<file path="src/rtl/walk_pkg.sv">
package walk_pkg;
  localparam int VA_W   = 32;
  localparam int PA_W   = 40;
  localparam int DESC_W = 32;
  localparam int L2B_W  = 22;

  localparam logic [1:0] SZ_4K  = 2'd0;
  localparam logic [1:0] SZ_64K = 2'd1;
  localparam logic [1:0] SZ_1M  = 2'd2;
  localparam logic [1:0] SZ_16M = 2'd3;

  typedef enum logic [2:0] {
    ST_IDLE, ST_L1REQ, ST_L1WAIT, ST_L2REQ, ST_L2WAIT, ST_RESP
  } walkState_t;

  typedef enum logic [1:0] {
    K_FAULT, K_TABLE, K_SECTION, K_SUPER
  } l1Kind_t;

  typedef struct packed {
    logic capReq;
    logic capL1;
    logic capL2;
    logic useL2Addr;
  } walkStrobe_t;
endpackage

</file>
<file path="src/rtl/walk_ctrl.sv">
module walk_ctrl
  import walk_pkg::*;
(
  input  logic        clk,
  input  logic        rstN,
  input  logic        reqValid,
  input  logic        memAck,
  input  l1Kind_t     l1Kind,
  output logic        reqReady,
  output logic        memReq,
  output logic        respValid,
  output walkStrobe_t strobes
);
  walkState_t state, stateNext;

  always_ff @(posedge clk) begin
    if (!rstN) state <= ST_IDLE;
    else       state <= stateNext;
  end

  always_comb begin
    stateNext = state;
    case (state)
      ST_IDLE:   if (reqValid) stateNext = ST_L1REQ;
      ST_L1REQ:  stateNext = ST_L1WAIT;
      ST_L1WAIT: if (memAck) stateNext = (l1Kind == K_TABLE) ? ST_L2REQ : ST_RESP;
      ST_L2REQ:  stateNext = ST_L2WAIT;
      ST_L2WAIT: if (memAck) stateNext = ST_RESP;
      ST_RESP:   stateNext = ST_IDLE;
      default:   stateNext = ST_IDLE;
    endcase
  end

  always_comb begin
    strobes.capReq    = (state == ST_IDLE) && reqValid;
    strobes.capL1     = (state == ST_L1WAIT) && memAck;
    strobes.capL2     = (state == ST_L2WAIT) && memAck;
    strobes.useL2Addr = (state == ST_L2REQ);
  end

  assign reqReady  = (state == ST_IDLE);
  assign memReq    = (state == ST_L1REQ) || (state == ST_L2REQ);
  assign respValid = (state == ST_RESP);
endmodule

</file>
<file path="src/rtl/walk_dpath.sv">
module walk_dpath
  import walk_pkg::*;
#(
  parameter int SPLIT_W = 3
) (
  input  logic               clk,
  input  logic               rstN,
  input  logic [VA_W-1:0]    reqVa,
  input  logic [VA_W-1:0]    tblBase0,
  input  logic [VA_W-1:0]    tblBase1,
  input  logic [SPLIT_W-1:0] splitBits,
  input  logic [DESC_W-1:0]  memData,
  input  walkStrobe_t        strobes,
  output l1Kind_t            l1Kind,
  output logic [VA_W-1:0]    memAddr,
  output logic [PA_W-1:0]    respPa,
  output logic [1:0]         respSize,
  output logic [2:0]         respAttr,
  output logic               respFault,
  output logic               respFaultLvl
);
  localparam logic [VA_W-1:0] ALL_ONES = '1;

  logic [VA_W-1:0]  vaQ, baseQ;
  logic [L2B_W-1:0] l2BaseQ;
  logic             useHigh;

  assign useHigh = |(reqVa & ~(ALL_ONES >> splitBits));

  always_comb begin
    case (memData[1:0])
      2'b01:   l1Kind = K_TABLE;
      2'b10:   l1Kind = memData[18] ? K_SUPER : K_SECTION;
      default: l1Kind = K_FAULT;
    endcase
  end

  assign memAddr = strobes.useL2Addr ? {l2BaseQ, vaQ[19:12], 2'b00}
                                     : baseQ + {18'd0, vaQ[31:20], 2'b00};

  always_ff @(posedge clk) begin
    if (!rstN) begin
      vaQ <= '0; baseQ <= '0; l2BaseQ <= '0;
      respPa <= '0; respSize <= SZ_4K; respAttr <= '0;
      respFault <= 1'b0; respFaultLvl <= 1'b0;
    end else if (strobes.capReq) begin
      vaQ   <= reqVa;
      baseQ <= useHigh ? tblBase1 : tblBase0;
      respPa <= '0; respSize <= SZ_4K; respAttr <= '0;
      respFault <= 1'b0; respFaultLvl <= 1'b0;
    end else if (strobes.capL1) begin
      case (l1Kind)
        K_FAULT: begin
          respFault    <= 1'b1;
          respFaultLvl <= 1'b0;
        end
        K_TABLE: l2BaseQ <= memData[31:10];
        K_SECTION: begin
          respPa   <= {8'h00, memData[31:20], vaQ[19:0]};
          respSize <= SZ_1M;
          respAttr <= memData[4:2];
        end
        default: begin
          respPa   <= {memData[8:5], memData[23:20], memData[31:24], vaQ[23:0]};
          respSize <= SZ_16M;
          respAttr <= memData[4:2];
        end
      endcase
    end else if (strobes.capL2) begin
      if (memData[1:0] == 2'b00) begin
        respFault    <= 1'b1;
        respFaultLvl <= 1'b1;
      end else if (memData[1:0] == 2'b01) begin
        respPa   <= {8'h00, memData[31:16], vaQ[15:0]};
        respSize <= SZ_64K;
        respAttr <= memData[4:2];
      end else begin
        respPa   <= {8'h00, memData[31:12], vaQ[11:0]};
        respSize <= SZ_4K;
        respAttr <= memData[4:2];
      end
    end
  end
endmodule

</file>
<file path="src/rtl/table_walker.sv">
module table_walker
  import walk_pkg::*;
#(
  parameter int SPLIT_W = 3
) (
  input  logic               clk,
  input  logic               rstN,
  input  logic               reqValid,
  output logic               reqReady,
  input  logic [VA_W-1:0]    reqVa,
  input  logic [VA_W-1:0]    tblBase0,
  input  logic [VA_W-1:0]    tblBase1,
  input  logic [SPLIT_W-1:0] splitBits,
  output logic               memReq,
  output logic [VA_W-1:0]    memAddr,
  input  logic               memAck,
  input  logic [DESC_W-1:0]  memData,
  output logic               respValid,
  output logic [PA_W-1:0]    respPa,
  output logic [1:0]         respSize,
  output logic [2:0]         respAttr,
  output logic               respFault,
  output logic               respFaultLvl
);
  walkStrobe_t strobes;
  l1Kind_t     l1Kind;

  walk_ctrl i_ctrl (
    .clk(clk), .rstN(rstN), .reqValid(reqValid), .memAck(memAck),
    .l1Kind(l1Kind), .reqReady(reqReady), .memReq(memReq),
    .respValid(respValid), .strobes(strobes)
  );

  walk_dpath #(.SPLIT_W(SPLIT_W)) i_dpath (
    .clk(clk), .rstN(rstN), .reqVa(reqVa), .tblBase0(tblBase0),
    .tblBase1(tblBase1), .splitBits(splitBits), .memData(memData),
    .strobes(strobes), .l1Kind(l1Kind), .memAddr(memAddr),
    .respPa(respPa), .respSize(respSize), .respAttr(respAttr),
    .respFault(respFault), .respFaultLvl(respFaultLvl)
  );
endmodule

</file>
<file path="config.mk">
export PLATFORM = sky130hd
export DESIGN_NAME = table_walker
export DESIGN_NICKNAME = d
export VERILOG_FILES = /design/src/rtl/walk_pkg.sv /design/src/rtl/walk_ctrl.sv /design/src/rtl/walk_dpath.sv /design/src/rtl/table_walker.sv
export SDC_FILE = /design/constraint.sdc
export NUM_CORES = 1
export LEC_CHECK = 0
export ABC_AREA = 1
export BUFFER_PORTS_ARGS = -buffer_cell sky130_fd_sc_hd__buf_4
export CAP_MARGIN = 10
export CORE_MARGIN = 2
export CORE_UTILIZATION = 45
export CTS_BUF_LIST = sky130_fd_sc_hd__clkbuf_16
export DETAILED_ROUTE_END_ITERATION = 10
export PLACE_DENSITY = 0.71
export REMOVE_ABC_BUFFERS = 1
export SLEW_MARGIN = 25
export SYNTH_ARGS = -nofsm -noshare
export SYNTH_HDL_FRONTEND = slang
export SYNTH_SLANG_ARGS = --single-unit
</file>
<file path="constraint.sdc">
create_clock -name clk -period 3.6 [get_ports clk]
set_clock_uncertainty 0.05 [all_clocks]
set_input_delay 1.08 -clock clk [delete_from_list [all_inputs] [get_ports clk]]
set_output_delay 1.08 -clock clk [all_outputs]
set_load 0.01 [all_outputs]
</file>
==> metrics.yaml <==
clocking:
  worstSkewPairLatency_ns: 0.43
  root_buf_cell: "clkbuf_16"
  clk_pin_slew_worst_paths_ns: 0.06
  clock_tree_from_tritoncts: "built"
  clock_tree.htree_level_count: 4
  max-clock-path-buffers: 2
  cts_made_buffers: 17
  clock_sinks: 136
  hold_buffers: 0
critical_path:
  critPathLaunchType: "flop"
  ff2ff_path_depth: 8
  critical_path_class: "flop to primary output"
  crit_fanout: 9
  regToRegStartpoint: "i_ctrl.state[2]"
  worstPathArrival_ns: 2.35
  end_kind: "primary output"
  rr_endpoint: "i_dpath.respPa[37]"
  ff2ff_setup_slack_ns: 1.50
  worst_ep_required_time_ns: 2.47
sta:
  grt_setup_unrepaired: "yes"
  worst_slew_pin_slew_ns: 0.575
  timing.final.ws_setup_ns: 0.121
  post-route-min-period_ns: 3.48
  maxSlewHeadroom: 0.616
  finalHoldViolCount: 0
  period_share: 0.966
  timing.final.setup_violations: 0
  whs_ns: 0.400
  final_number_of_max_transition_violations: 0
  fmaxAchievable_ghz: 0.287
yosys:
  syn-mean-instance-area_um2: 6.68
  postSynth.asyncResetShare: 0
  yosysMostFrequentCell: "nand2_1"
  synth_edf_count: 0
  synth.yosys.warnings: 0
  synthesis.area_um2: 7200
  commonest_register_cell_after_synthesis: "dfxtp_1"
  ys_seq_elements: 136
  synth_area_leader_cell: "dfxtp_1"
  post-synth-top-area-fraction: 0.378
  synth_top_cells_by_count: "nand2_1 (335), dfxtp_1 (136), a21oi_1 (110)"
  synth.top_cells.by_area: "dfxtp_1 (38%), nand2_1 (17%), a21oi_1 (7.6%), o21ai_0 (5.6%), inv_1 (5.5%)"
  yosysUniqueCellTypes: 35
  synth_seq_area_share: 0.378
  syn-instance-count: 1078
floorplanning:
  floorplan.core_area_um2: 15800
  floorplan.die_area_um2: 17000
  die_wd_um: 130
  die_h_um: 130
  floorplan.initialDensity: 0.456
  num_rows: 46
  floorplan.io_pins: 217
power:
  worst_ir_drop_vdd_uv: 456
  leakage_component_of_the_power_nw: 4.47
  p_per_area_nw_per_um2: 591
  overall_power_of_the_completed_layout_mw: 5.77
cells_and_area:
  antennaDiodeCount: 0
  areaGrowthSynthToFinish_pct: 35.7
  final_design_area_no_fill_um2: 9760
  post_layout_nonfiller_instances: 1504
  final_layout_size_suffix_gt1_frac: 0.235
  finish.net_count: 1427
placed_design:
  post-place-ws_ns: 0.220
  port-buffer-count: 215
  post-dp-hpwl_um: 15900
  place_inst: 1470
  dpl_cell_area_um2: 8960
  place.gp.congestion: 0.852
drt:
  initialDrtViolationCount: 497
  vias: 7559
  drt_pre_antenna_iters: 6
  routed_wl_um: 21900
  postRouteAntennaNets: 0
  vias_per_cell: 5.03
  drc_errors: 0
  wire_per_inst_um: 14.5
global_routing:
  grt_max_degree: 62
  grt_pass1_vias: 6801
  met3_usage: 0.0745
  global_route_wire_length_before_repair_um: 33900
  combined_global_route_utilization_of_all_metal_layers: 0.256
  met2_usage_grt: 0.423
  antenna_violations_before_repair: 0
  global_route.overflow_total: 0
  gr-max-usage-layer: "met2"
  grt_use_met1: 0.326
hold_path:
  hold_start: "i_dpath.l2BaseQ[2]"
  worstHoldPathType: "flop to flop"
  holdPathStages: 2
  timing.hold.worst_endpoint: "i_dpath.l2BaseQ[2]"
outcome:
  outcome: "finished, final reports clean"
flow_run:
  drv_cap: 0
-- per-layer routing --
layer,routed length (um),share of wire,vias up
li1,-,-,3899
met4,350,0.016,0
met3,1720,0.079,27
met1,9650,0.44,3425
met5,0,0,-
met2,10100,0.46,208
-- kinds of logic after synthesis --
group	share of synthesized area
simple gates	0.304
compound gates	0.178
buf+inv	0.0979
flops	0.378
fa+ha+maj	0.0306
xor+xnor	0.0110
-- how the worst max path moves through the flow --
stage,to,slack (ns),startpoint
after detailed placement,memAddr[18],0.22,i_dpath.vaQ[20]
after global placement,memAddr[18],0.25,i_dpath.vaQ[20]
after CTS,memAddr[16],0.03,i_dpath.vaQ[20]
final,memAddr[18],0.12,i_dpath.baseQ[2]
after global routing,memAddr[18],-0.004,i_dpath.baseQ[2]
after floorplan,memAddr[10],0.49,i_ctrl.state[0]
-- through the flow --
step	utilization	TNS, ns
2_1_floorplan	-	0
3_3_place_gp	0.568	0
3_5_place_dp	0.568	0
4_1_cts	0.611	0
5_1_grt	0.619	-0.00851
6_report	0.619	0
-- flip-flops by register name, summed over array words and instances (netlist names) --
name / flops
i_dpath.respPa: 40
i_dpath.baseQ: 32
i_dpath.vaQ: 32
i_dpath.l2BaseQ: 22
i_ctrl.state: 3
i_dpath.respAttr: 3
i_dpath.respSize: 2
i_dpath.respFault: 1
i_dpath.respFaultLvl: 1
-- layout by cell type, fill, tap and decap left out, types with 4 or more instances in the layout --
cell type  instances
clkbuf_16         17
inv_2              5
inv_6              5
nand2_2            7
o21ai_0           81
ha_1               8
o22ai_1            6
o21a_1             6
dfxtp_1          135
ha_4               6
o21ai_1           33
xnor2_1            6
nor2_1            54
buf_4            228
a21oi_1          109
buf_12             4
nand3_1           54
inv_1            105
nand2_1          329
nand3b_1          35
a22o_1             7
nand4_1            7
-- final cells by class --
type	count	area, um^2
Multi-Input combinational cell	777	3910
Timing Repair Buffer	232	1790
Inverter	111	417
Clock inverter	15	225
Sequential cell	136	2720
Fill cell	1546	6010
Tap cell	216	270
Clock buffer	17	425
-- what timing repair did --
action | in CTS | in global routing
setup buffers | 0 | 2
pin swaps | 0 | 1
resized for setup | 5 | 20
endpoints found under the setup margin | 7 | 15
-- report_power, final --
part | leakage (nW) | total [mW] | switching [mW] | internal [mW]
Combinational | 3.04 | 1.88 | 1.08 | 0.800
Sequential | 1.11 | 1.98 | 0.217 | 1.77
Clock | 0.317 | 1.91 | 0.776 | 1.13
-- worst max-delay path: stages (launching register included) --
cell and delay (ns):
dfxtp_1 0.34, ha_4 0.19, fa_2 0.42, nand3_1 0.11
nand3_2 0.12, nand3_2 0.11, nand3_4 0.13, nand2_1 0.09
nand2_1 0.05, nand3_1 0.07, o21ai_0 0.12, buf_4 0.17
(Power assumes the default switching activity.)
